--- config.mk ---
export PLATFORM = sky130hd
export DESIGN_NAME = xlat_buffer
export DESIGN_NICKNAME = d
export VERILOG_FILES = /design/src/rtl/xlat_pkg.sv /design/src/rtl/xlat_entry_store.sv /design/src/rtl/xlat_match.sv /design/src/rtl/xlat_victim.sv /design/src/rtl/xlat_buffer.sv
export SDC_FILE = /design/constraint.sdc
export NUM_CORES = 2
export LEC_CHECK = 0
export BUFFER_PORTS_ARGS = -buffer_cell sky130_fd_sc_hd__buf_4
export CAP_MARGIN = 25
export CORE_AREA = 2 2 223 268
export DETAILED_ROUTE_END_ITERATION = 6
export DIE_AREA = 0 0 225 270
export GPL_TIMING_DRIVEN = 1
export PLACE_DENSITY = 0.76
export SYNTH_ARGS = -nofsm -noshare
export SYNTH_HDL_FRONTEND = slang
export SYNTH_HIERARCHICAL = 1
export SYNTH_SLANG_ARGS = --single-unit
--- constraint.sdc ---
create_clock -name clk -period 4.5 [get_ports clk]
set_clock_uncertainty 0.05 [all_clocks]
set_input_delay 0.225 -clock clk [delete_from_list [all_inputs] [get_ports clk]]
set_output_delay 0.225 -clock clk [all_outputs]
set_load 0.005 [all_outputs]
--- src/rtl/xlat_pkg.sv ---
`timescale 1ns/1ps
// Shared definitions for the translation buffer: default geometry and the
// access-type encoding. Assumes callers override only via module parameters.
package xlat_pkg;
    localparam int DEF_ENTRIES = 16;
    localparam int DEF_VA_W    = 32;
    localparam int DEF_PA_W    = 24;
    localparam int DEF_OFS_W   = 12;
    localparam int DEF_PID_W   = 8;

    // Access kind carried on the lookup port.
    typedef enum logic {
        ACC_READ  = 1'b0,
        ACC_WRITE = 1'b1
    } acc_e;
endpackage

--- src/rtl/xlat_entry_store.sv ---
`timescale 1ns/1ps
// Entry storage: holds the tag, frame, permissions and the touched/dirty
// flags of every slot. Assumes at most one slot is written per cycle and
// that the one-hot update vectors come from the priority match.
// An entry write overrides any flag update to the same slot.
module xlat_entry_store #(
    parameter int N     = 16,
    parameter int VPN_W = 20,
    parameter int PFN_W = 12,
    parameter int PID_W = 8,
    localparam int IDX_W = (N > 1) ? $clog2(N) : 1
) (
    input  logic                      clk,
    input  logic                      rst_n,
    input  logic                      wr_fire,
    input  logic [IDX_W-1:0]          wr_idx,
    input  logic                      wr_valid,
    input  logic [VPN_W-1:0]          wr_vpn,
    input  logic [PID_W-1:0]          wr_pid,
    input  logic [PFN_W-1:0]          wr_pfn,
    input  logic                      wr_rd_ok,
    input  logic                      wr_wr_ok,
    input  logic [N-1:0]              touch_oh,
    input  logic [N-1:0]              dirty_oh,
    input  logic                      clr_fire,
    output logic [N-1:0]              e_valid,
    output logic [N-1:0][VPN_W-1:0]   e_vpn,
    output logic [N-1:0][PID_W-1:0]   e_pid,
    output logic [N-1:0][PFN_W-1:0]   e_pfn,
    output logic [N-1:0]              e_rd_ok,
    output logic [N-1:0]              e_wr_ok,
    output logic [N-1:0]              e_touched,
    output logic [N-1:0]              e_dirty
);
    for (genvar g = 0; g < N; g++) begin : g_slot
        logic sel;
        assign sel = wr_fire && (wr_idx == IDX_W'(g));

        // Slot contents: load on a privileged write, otherwise hold.
        always_ff @(posedge clk) begin
            if (!rst_n) begin
                e_valid[g] <= 1'b0;
                e_vpn[g]   <= '0;
                e_pid[g]   <= '0;
                e_pfn[g]   <= '0;
                e_rd_ok[g] <= 1'b0;
                e_wr_ok[g] <= 1'b0;
            end else if (sel) begin
                e_valid[g] <= wr_valid;
                e_vpn[g]   <= wr_vpn;
                e_pid[g]   <= wr_pid;
                e_pfn[g]   <= wr_pfn;
                e_rd_ok[g] <= wr_rd_ok;
                e_wr_ok[g] <= wr_wr_ok;
            end
        end

        // Usage flags: set by hits, cleared by install or the clear pulse.
        always_ff @(posedge clk) begin
            if (!rst_n) begin
                e_touched[g] <= 1'b0;
                e_dirty[g]   <= 1'b0;
            end else if (sel) begin
                e_touched[g] <= 1'b0;
                e_dirty[g]   <= 1'b0;
            end else begin
                if (touch_oh[g])
                    e_touched[g] <= 1'b1;
                else if (clr_fire)
                    e_touched[g] <= 1'b0;
                if (dirty_oh[g])
                    e_dirty[g] <= 1'b1;
            end
        end
    end
endmodule

--- src/rtl/xlat_match.sv ---
`timescale 1ns/1ps
// Associative compare: tests every valid slot against the requested page
// number and process id, then keeps only the lowest-indexed match.
// Purely combinational; assumes the caller registers the result.
module xlat_match #(
    parameter int N     = 16,
    parameter int VPN_W = 20,
    parameter int PID_W = 8,
    localparam int IDX_W = (N > 1) ? $clog2(N) : 1
) (
    input  logic [N-1:0]             e_valid,
    input  logic [N-1:0][VPN_W-1:0]  e_vpn,
    input  logic [N-1:0][PID_W-1:0]  e_pid,
    input  logic [VPN_W-1:0]         q_vpn,
    input  logic [PID_W-1:0]         q_pid,
    output logic                     m_any,
    output logic [IDX_W-1:0]         m_idx,
    output logic [N-1:0]             m_oh
);
    logic [N-1:0] raw;

    for (genvar g = 0; g < N; g++) begin : g_cmp
        assign raw[g] = e_valid[g] && (e_vpn[g] == q_vpn) && (e_pid[g] == q_pid);
    end

    // Priority pick: scanning downward leaves the lowest match in place.
    always_comb begin
        m_idx = '0;
        m_oh  = '0;
        for (int i = N - 1; i >= 0; i--) begin
            if (raw[i]) begin
                m_idx = IDX_W'(i);
                m_oh  = N'(1) << i;
            end
        end
        m_any = |raw;
    end
endmodule

--- src/rtl/xlat_victim.sv ---
`timescale 1ns/1ps
// Replacement suggestion: prefers the lowest invalid slot, then the lowest
// slot not touched since the last clear, else slot 0.
// Combinational from the stored flags.
module xlat_victim #(
    parameter int N = 16,
    localparam int IDX_W = (N > 1) ? $clog2(N) : 1
) (
    input  logic [N-1:0]     e_valid,
    input  logic [N-1:0]     e_touched,
    output logic [IDX_W-1:0] victim
);
    logic [IDX_W-1:0] free_idx;
    logic [IDX_W-1:0] cold_idx;
    logic             free_any;
    logic             cold_any;

    // Two lowest-index searches, one over empty slots, one over cold slots.
    always_comb begin
        free_idx = '0;
        cold_idx = '0;
        free_any = 1'b0;
        cold_any = 1'b0;
        for (int i = N - 1; i >= 0; i--) begin
            if (!e_valid[i]) begin
                free_idx = IDX_W'(i);
                free_any = 1'b1;
            end
            if (!e_touched[i]) begin
                cold_idx = IDX_W'(i);
                cold_any = 1'b1;
            end
        end
    end

    // Final choice in priority order.
    always_comb begin
        if (free_any)
            victim = free_idx;
        else if (cold_any)
            victim = cold_idx;
        else
            victim = '0;
    end
endmodule

--- src/rtl/xlat_buffer.sv ---
`timescale 1ns/1ps
// Translation buffer top: one-cycle lookup with permission check, process-
// tagged entries, touched/dirty tracking and a privileged entry write port.
// Assumes software serves misses and keeps page tables; the lookup samples
// the entries as they were before any same-cycle write.
module xlat_buffer
    import xlat_pkg::*;
#(
    parameter int ENTRIES = DEF_ENTRIES,
    parameter int VA_W    = DEF_VA_W,
    parameter int PA_W    = DEF_PA_W,
    parameter int OFS_W   = DEF_OFS_W,
    parameter int PID_W   = DEF_PID_W,
    localparam int VPN_W  = VA_W - OFS_W,
    localparam int PFN_W  = PA_W - OFS_W,
    localparam int IDX_W  = (ENTRIES > 1) ? $clog2(ENTRIES) : 1
) (
    input  logic             clk,
    input  logic             rst_n,
    input  logic             cpu_priv,
    input  logic             lk_req,
    input  logic [VA_W-1:0]  lk_va,
    input  logic [PID_W-1:0] lk_pid,
    input  logic             lk_wr,
    input  logic             mw_en,
    input  logic [IDX_W-1:0] mw_idx,
    input  logic             mw_valid,
    input  logic [VPN_W-1:0] mw_vpn,
    input  logic [PID_W-1:0] mw_pid,
    input  logic [PFN_W-1:0] mw_pfn,
    input  logic             mw_rd_ok,
    input  logic             mw_wr_ok,
    input  logic             clr_touch,
    output logic             rsp_valid,
    output logic             rsp_hit,
    output logic [PA_W-1:0]  rsp_pa,
    output logic             rsp_miss,
    output logic             rsp_prot,
    output logic             rsp_dirty,
    output logic             priv_fault,
    output logic [IDX_W-1:0] victim_idx
);
    logic [ENTRIES-1:0]             e_valid;
    logic [ENTRIES-1:0][VPN_W-1:0]  e_vpn;
    logic [ENTRIES-1:0][PID_W-1:0]  e_pid;
    logic [ENTRIES-1:0][PFN_W-1:0]  e_pfn;
    logic [ENTRIES-1:0]             e_rd_ok;
    logic [ENTRIES-1:0]             e_wr_ok;
    logic [ENTRIES-1:0]             e_touched;
    logic [ENTRIES-1:0]             e_dirty;

    logic                m_any;
    logic [IDX_W-1:0]    m_idx;
    logic [ENTRIES-1:0]  m_oh;

    acc_e                acc;
    logic                hit_now;
    logic                allow;
    logic                wr_ok_now;
    logic [ENTRIES-1:0]  touch_oh;
    logic [ENTRIES-1:0]  dirty_oh;
    logic                wr_fire;
    logic                clr_fire;

    assign acc      = acc_e'(lk_wr);
    assign wr_fire  = mw_en && cpu_priv;
    assign clr_fire = clr_touch && cpu_priv;

    xlat_match #(
        .N     (ENTRIES),
        .VPN_W (VPN_W),
        .PID_W (PID_W)
    ) u_match (
        .e_valid (e_valid),
        .e_vpn   (e_vpn),
        .e_pid   (e_pid),
        .q_vpn   (lk_va[VA_W-1:OFS_W]),
        .q_pid   (lk_pid),
        .m_any   (m_any),
        .m_idx   (m_idx),
        .m_oh    (m_oh)
    );

    // Permission check of the selected slot against the access kind.
    always_comb begin
        hit_now   = lk_req && m_any;
        allow     = (acc == ACC_WRITE) ? e_wr_ok[m_idx] : e_rd_ok[m_idx];
        wr_ok_now = hit_now && (acc == ACC_WRITE) && allow;
        touch_oh  = hit_now ? m_oh : '0;
        dirty_oh  = wr_ok_now ? m_oh : '0;
    end

    xlat_entry_store #(
        .N     (ENTRIES),
        .VPN_W (VPN_W),
        .PFN_W (PFN_W),
        .PID_W (PID_W)
    ) u_store (
        .clk       (clk),
        .rst_n     (rst_n),
        .wr_fire   (wr_fire),
        .wr_idx    (mw_idx),
        .wr_valid  (mw_valid),
        .wr_vpn    (mw_vpn),
        .wr_pid    (mw_pid),
        .wr_pfn    (mw_pfn),
        .wr_rd_ok  (mw_rd_ok),
        .wr_wr_ok  (mw_wr_ok),
        .touch_oh  (touch_oh),
        .dirty_oh  (dirty_oh),
        .clr_fire  (clr_fire),
        .e_valid   (e_valid),
        .e_vpn     (e_vpn),
        .e_pid     (e_pid),
        .e_pfn     (e_pfn),
        .e_rd_ok   (e_rd_ok),
        .e_wr_ok   (e_wr_ok),
        .e_touched (e_touched),
        .e_dirty   (e_dirty)
    );

    xlat_victim #(
        .N (ENTRIES)
    ) u_victim (
        .e_valid   (e_valid),
        .e_touched (e_touched),
        .victim    (victim_idx)
    );

    // Response register: one cycle from request to result.
    always_ff @(posedge clk) begin
        if (!rst_n) begin
            rsp_valid <= 1'b0;
            rsp_hit   <= 1'b0;
            rsp_pa    <= '0;
            rsp_miss  <= 1'b0;
            rsp_prot  <= 1'b0;
            rsp_dirty <= 1'b0;
        end else begin
            rsp_valid <= lk_req;
            rsp_hit   <= hit_now;
            rsp_pa    <= hit_now ? {e_pfn[m_idx], lk_va[OFS_W-1:0]} : '0;
            rsp_miss  <= lk_req && !m_any;
            rsp_prot  <= hit_now && !allow;
            rsp_dirty <= hit_now && (e_dirty[m_idx] || wr_ok_now);
        end
    end

    // Privilege violation flag for user-mode maintenance attempts.
    always_ff @(posedge clk) begin
        if (!rst_n)
            priv_fault <= 1'b0;
        else
            priv_fault <= (mw_en || clr_touch) && !cpu_priv;
    end
endmodule

==> metrics.yaml <==
synthesis:
  synthesis.nets: 3510
  synth_edf_count: 0
  synth_area_leaders: "dfxtp_1 43%, mux2i_1 20%, nand2_1 8.3%"
  yosys_warnings: 6
  netlist_instances: 3416
  avgSynthCellArea_um2: 10.1
  post-synth-top-area-cell: "dfxtp_1"
  synth_cell_types: 60
  ys.flop_type: "dfxtp_1"
  ys_ff_latch: 750
  synth_top_cell_area_share: 0.434
  synthArstFlopShare: 0
  synth.yosys.seq_area_share: 0.434
  synth_area_mm2: 0.0346
sta:
  slew_headroom: 0.198
  setup_viol: 0
  hold_viol: 0
  fin_crit_sh: 0.928
  fmax_mhz: 239
  rsz0062_at_grt: "false"
  worst_pin_slew_ns: 1.20
  slew_viol_final: 0
  period_needed_ns: 4.18
  tns_ns: 0
die:
  initial_core_util: 0.595
  num_rows: 97
  ios: 128
  die_width_um: 225
  die_y_um: 270
  core_mm2: 0.0581
  die-area_mm2: 0.0608
drt:
  drtIter0Drc: 2471
  wirelength_mm: 111
  vias_per_cell: 6.08
  wl_per_cell_um: 25.7
  drc: 0
  drtPass1Iterations: 6
  vias: 26200
  ant_nets: 0
clock_tree:
  cts.sinks: 750
  clock_path_buffers: 3
  htreeDepth: 3
  clk_pin_slew_ns: 0.06
  cts_resized: 0
  cts_buffers: 75
  clk_latency_ns: 0.63
  tritoncts: "yes"
  cts_root_buf: "clkbuf_16"
power:
  intPower_mw: 11.0
  ir_drop_mv: 0.258
  powerDensity_mw_per_mm2: 365
  clkPwrFrac: 0.467
  p_leak_nw: 15.8
  swShare: 0.236
  p_switching_mw: 3.41
  total_power_mw: 14.4
  seqPwrFrac: 0.466
  comb_power_share: 0.068
critical_path:
  startpoint: "u_store/e_vpn[312]$_SDFFE_PN0P_"
  crit_path_max_fanout: 17
  cp-end-kind: "register"
  critPathKind: "reg2reg"
  crit_arrival_ns: 4.63
  slowest_stage: "or4_1"
  slowest_delay_ns: 0.62
  path_cells: "xnor2_1, nand4_1, or4_1, a211oi_1, o21ai_0, a21oi_1, o21ai_0, buf_4, a211oi_4, buf_12, mux4_2, o211a_1, a31oi_4, buf_12, and2b_1, o211a_1"
  r2r_start: "u_store/e_vpn[312]$_SDFFE_PN0P_"
  start_kind: "register"
  crit_required_ns: 4.95
finish:
  drive_gt1_frac: 0.134
  layout_commonest_cell: "nand2_1"
  area_growth_pct: 14.2
  final_cell_mix: "766 x nand2_1, 750 x dfxtp_1, 694 x mux2i_1, 278 x xnor2_1, 248 x buf_4"
  fin_util: 0.679
  layoutNonFillerInstCount: 4306
  final_net_count: 3596
placement:
  io_buffers: 127
  dp_hpwl_mm: 72.2
  dp_cells: 4150
  gp_congestion: 0.941
global_routing:
  grt_max_degree: 182
  first_global_vias: 26400
  antenna_found_initial: 3
  grt.total_usage: 0.359
  grt-ovfl-total: 0
  grt_pass1_wl_mm: 164
status:
  status: "complete, no violations"
worst_hold_path:
  hp-class: "in2reg"
  hp-start: "mw_vpn[13]"
flow_run:
  maxCapViolCount: 0
## synthesized netlist by cell type (3+ instances only)
cell      count
and3b_1       6
nand4_1      84
mux4_2       32
mux2i_1     694
clkbuf_1    131
nor4_1       61
nand2b_1     10
xor2_1      170
nor2_4        6
xnor2_1     278
nand2_1     767
nand3b_1      4
a21oi_1      23
nor2_1       19
mux4_1       38
dfxtp_1     750
o221a_2       9
nor2_2        3
and2_1       31
buf_1         9
o21ai_0       8
buf_6        20
nand4_2       3
nor3b_1      17
nor2b_1      19
nor3_1        5
or3_1         4
a31oi_1       8
buf_4        19
and3_1       17
nand3_1      12
buf_2       105
o211a_1       7
a211oi_1      4
inv_1        13
## worst paths after layout
check,endpoint,slack (ns),cells past startpoint
max reg2reg,u_store/e_dirty[2]$_SDFFE_PP0P_,0.32,16
max,u_store/e_dirty[2]$_SDFFE_PP0P_,0.32,16
min,u_store/e_vpn[33]$_SDFFE_PN0P_,0.02,3
min reg2reg,u_store/e_pfn[167]$_SDFFE_PN0P_,0.41,2
## flip-flops by register name, summed over array words and instances (netlist names), 16 cells and up
register and flops:
u_store/e_pfn 192, u_store/e_dirty 16, u_store/e_vpn 320, u_store/e_pid 128, u_store/e_rd_ok 16, u_store/e_valid 16, u_store/e_wr_ok 16, u_store/e_touched 16
rsp_pa 24
## critical path, delay by kind of cell (launching register included)
family / cells / cell delay, ns
compound gates: 8 / 1.49
xor+xnor: 1 / 0.21
buf+inv: 3 / 0.48
flops: 1 / 0.32
mux: 1 / 0.49
simple gates: 3 / 0.99
## cell families after synthesis
kind of cell,Yosys count,share of synthesized area
AO/OA/AOI/OAI,72,0.0152
XOR/XNOR,448,0.114
AND/OR/NAND/NOR,1084,0.143
multiplexers,765,0.251
buffers and inverters,297,0.0425
flip-flops,750,0.434
## metrics by stage
| stage | cell area (µm²) | hold slack [ns] | setup slack (ns) |
|---|---|---|---|
| floorplan | 34600 | 0.251 | 0.786 |
| global placement | 36400 | 0.352 | 0.116 |
| detailed placement | 36600 | 0.356 | 0.154 |
| CTS | 39400 | 0.000114 | 0.355 |
| global route | 39500 | 0.0203 | 0.181 |
| finish | 39500 | 0.0222 | 0.322 |
## area by class of cell
cell class | count | area, µm²
Inverter | 13 | 48.8
Sequential cell | 750 | 15000
Tap cell | 742 | 928
Clock buffer | 110 | 2280
Clock inverter | 28 | 382
Antenna cell | 1 | 2.50
Multi-Input combinational cell | 2369 | 18200
Fill cell | 4366 | 18700
Timing Repair Buffer | 293 | 2640
## power by group through the flow
stage	clock, mW	combinational (mW)	sequential [mW]
detailed placement	0	0.937	6.86
CTS	6.78	0.953	6.72
finish	6.73	0.977	6.72
global placement	0	0.916	6.86
floorplan	0	0.560	6.85
global route	7.05	1.01	6.72
## per-layer routing
layer | share of wire | wire, µm | track usage
met3 | 0.065 | 7250 | 0.0505
met4 | 0.071 | 7810 | 0.235
met1 | 0.39 | 43100 | 0.436
met5 | 0.00011 | 12 | 0
met2 | 0.47 | 52600 | 0.595
## what timing repair did
action                    CTS  global route
hold buffers               16             0
hold endpoints to repair   15             0
buffers inserted            0             0
(Power assumes the default switching activity.)
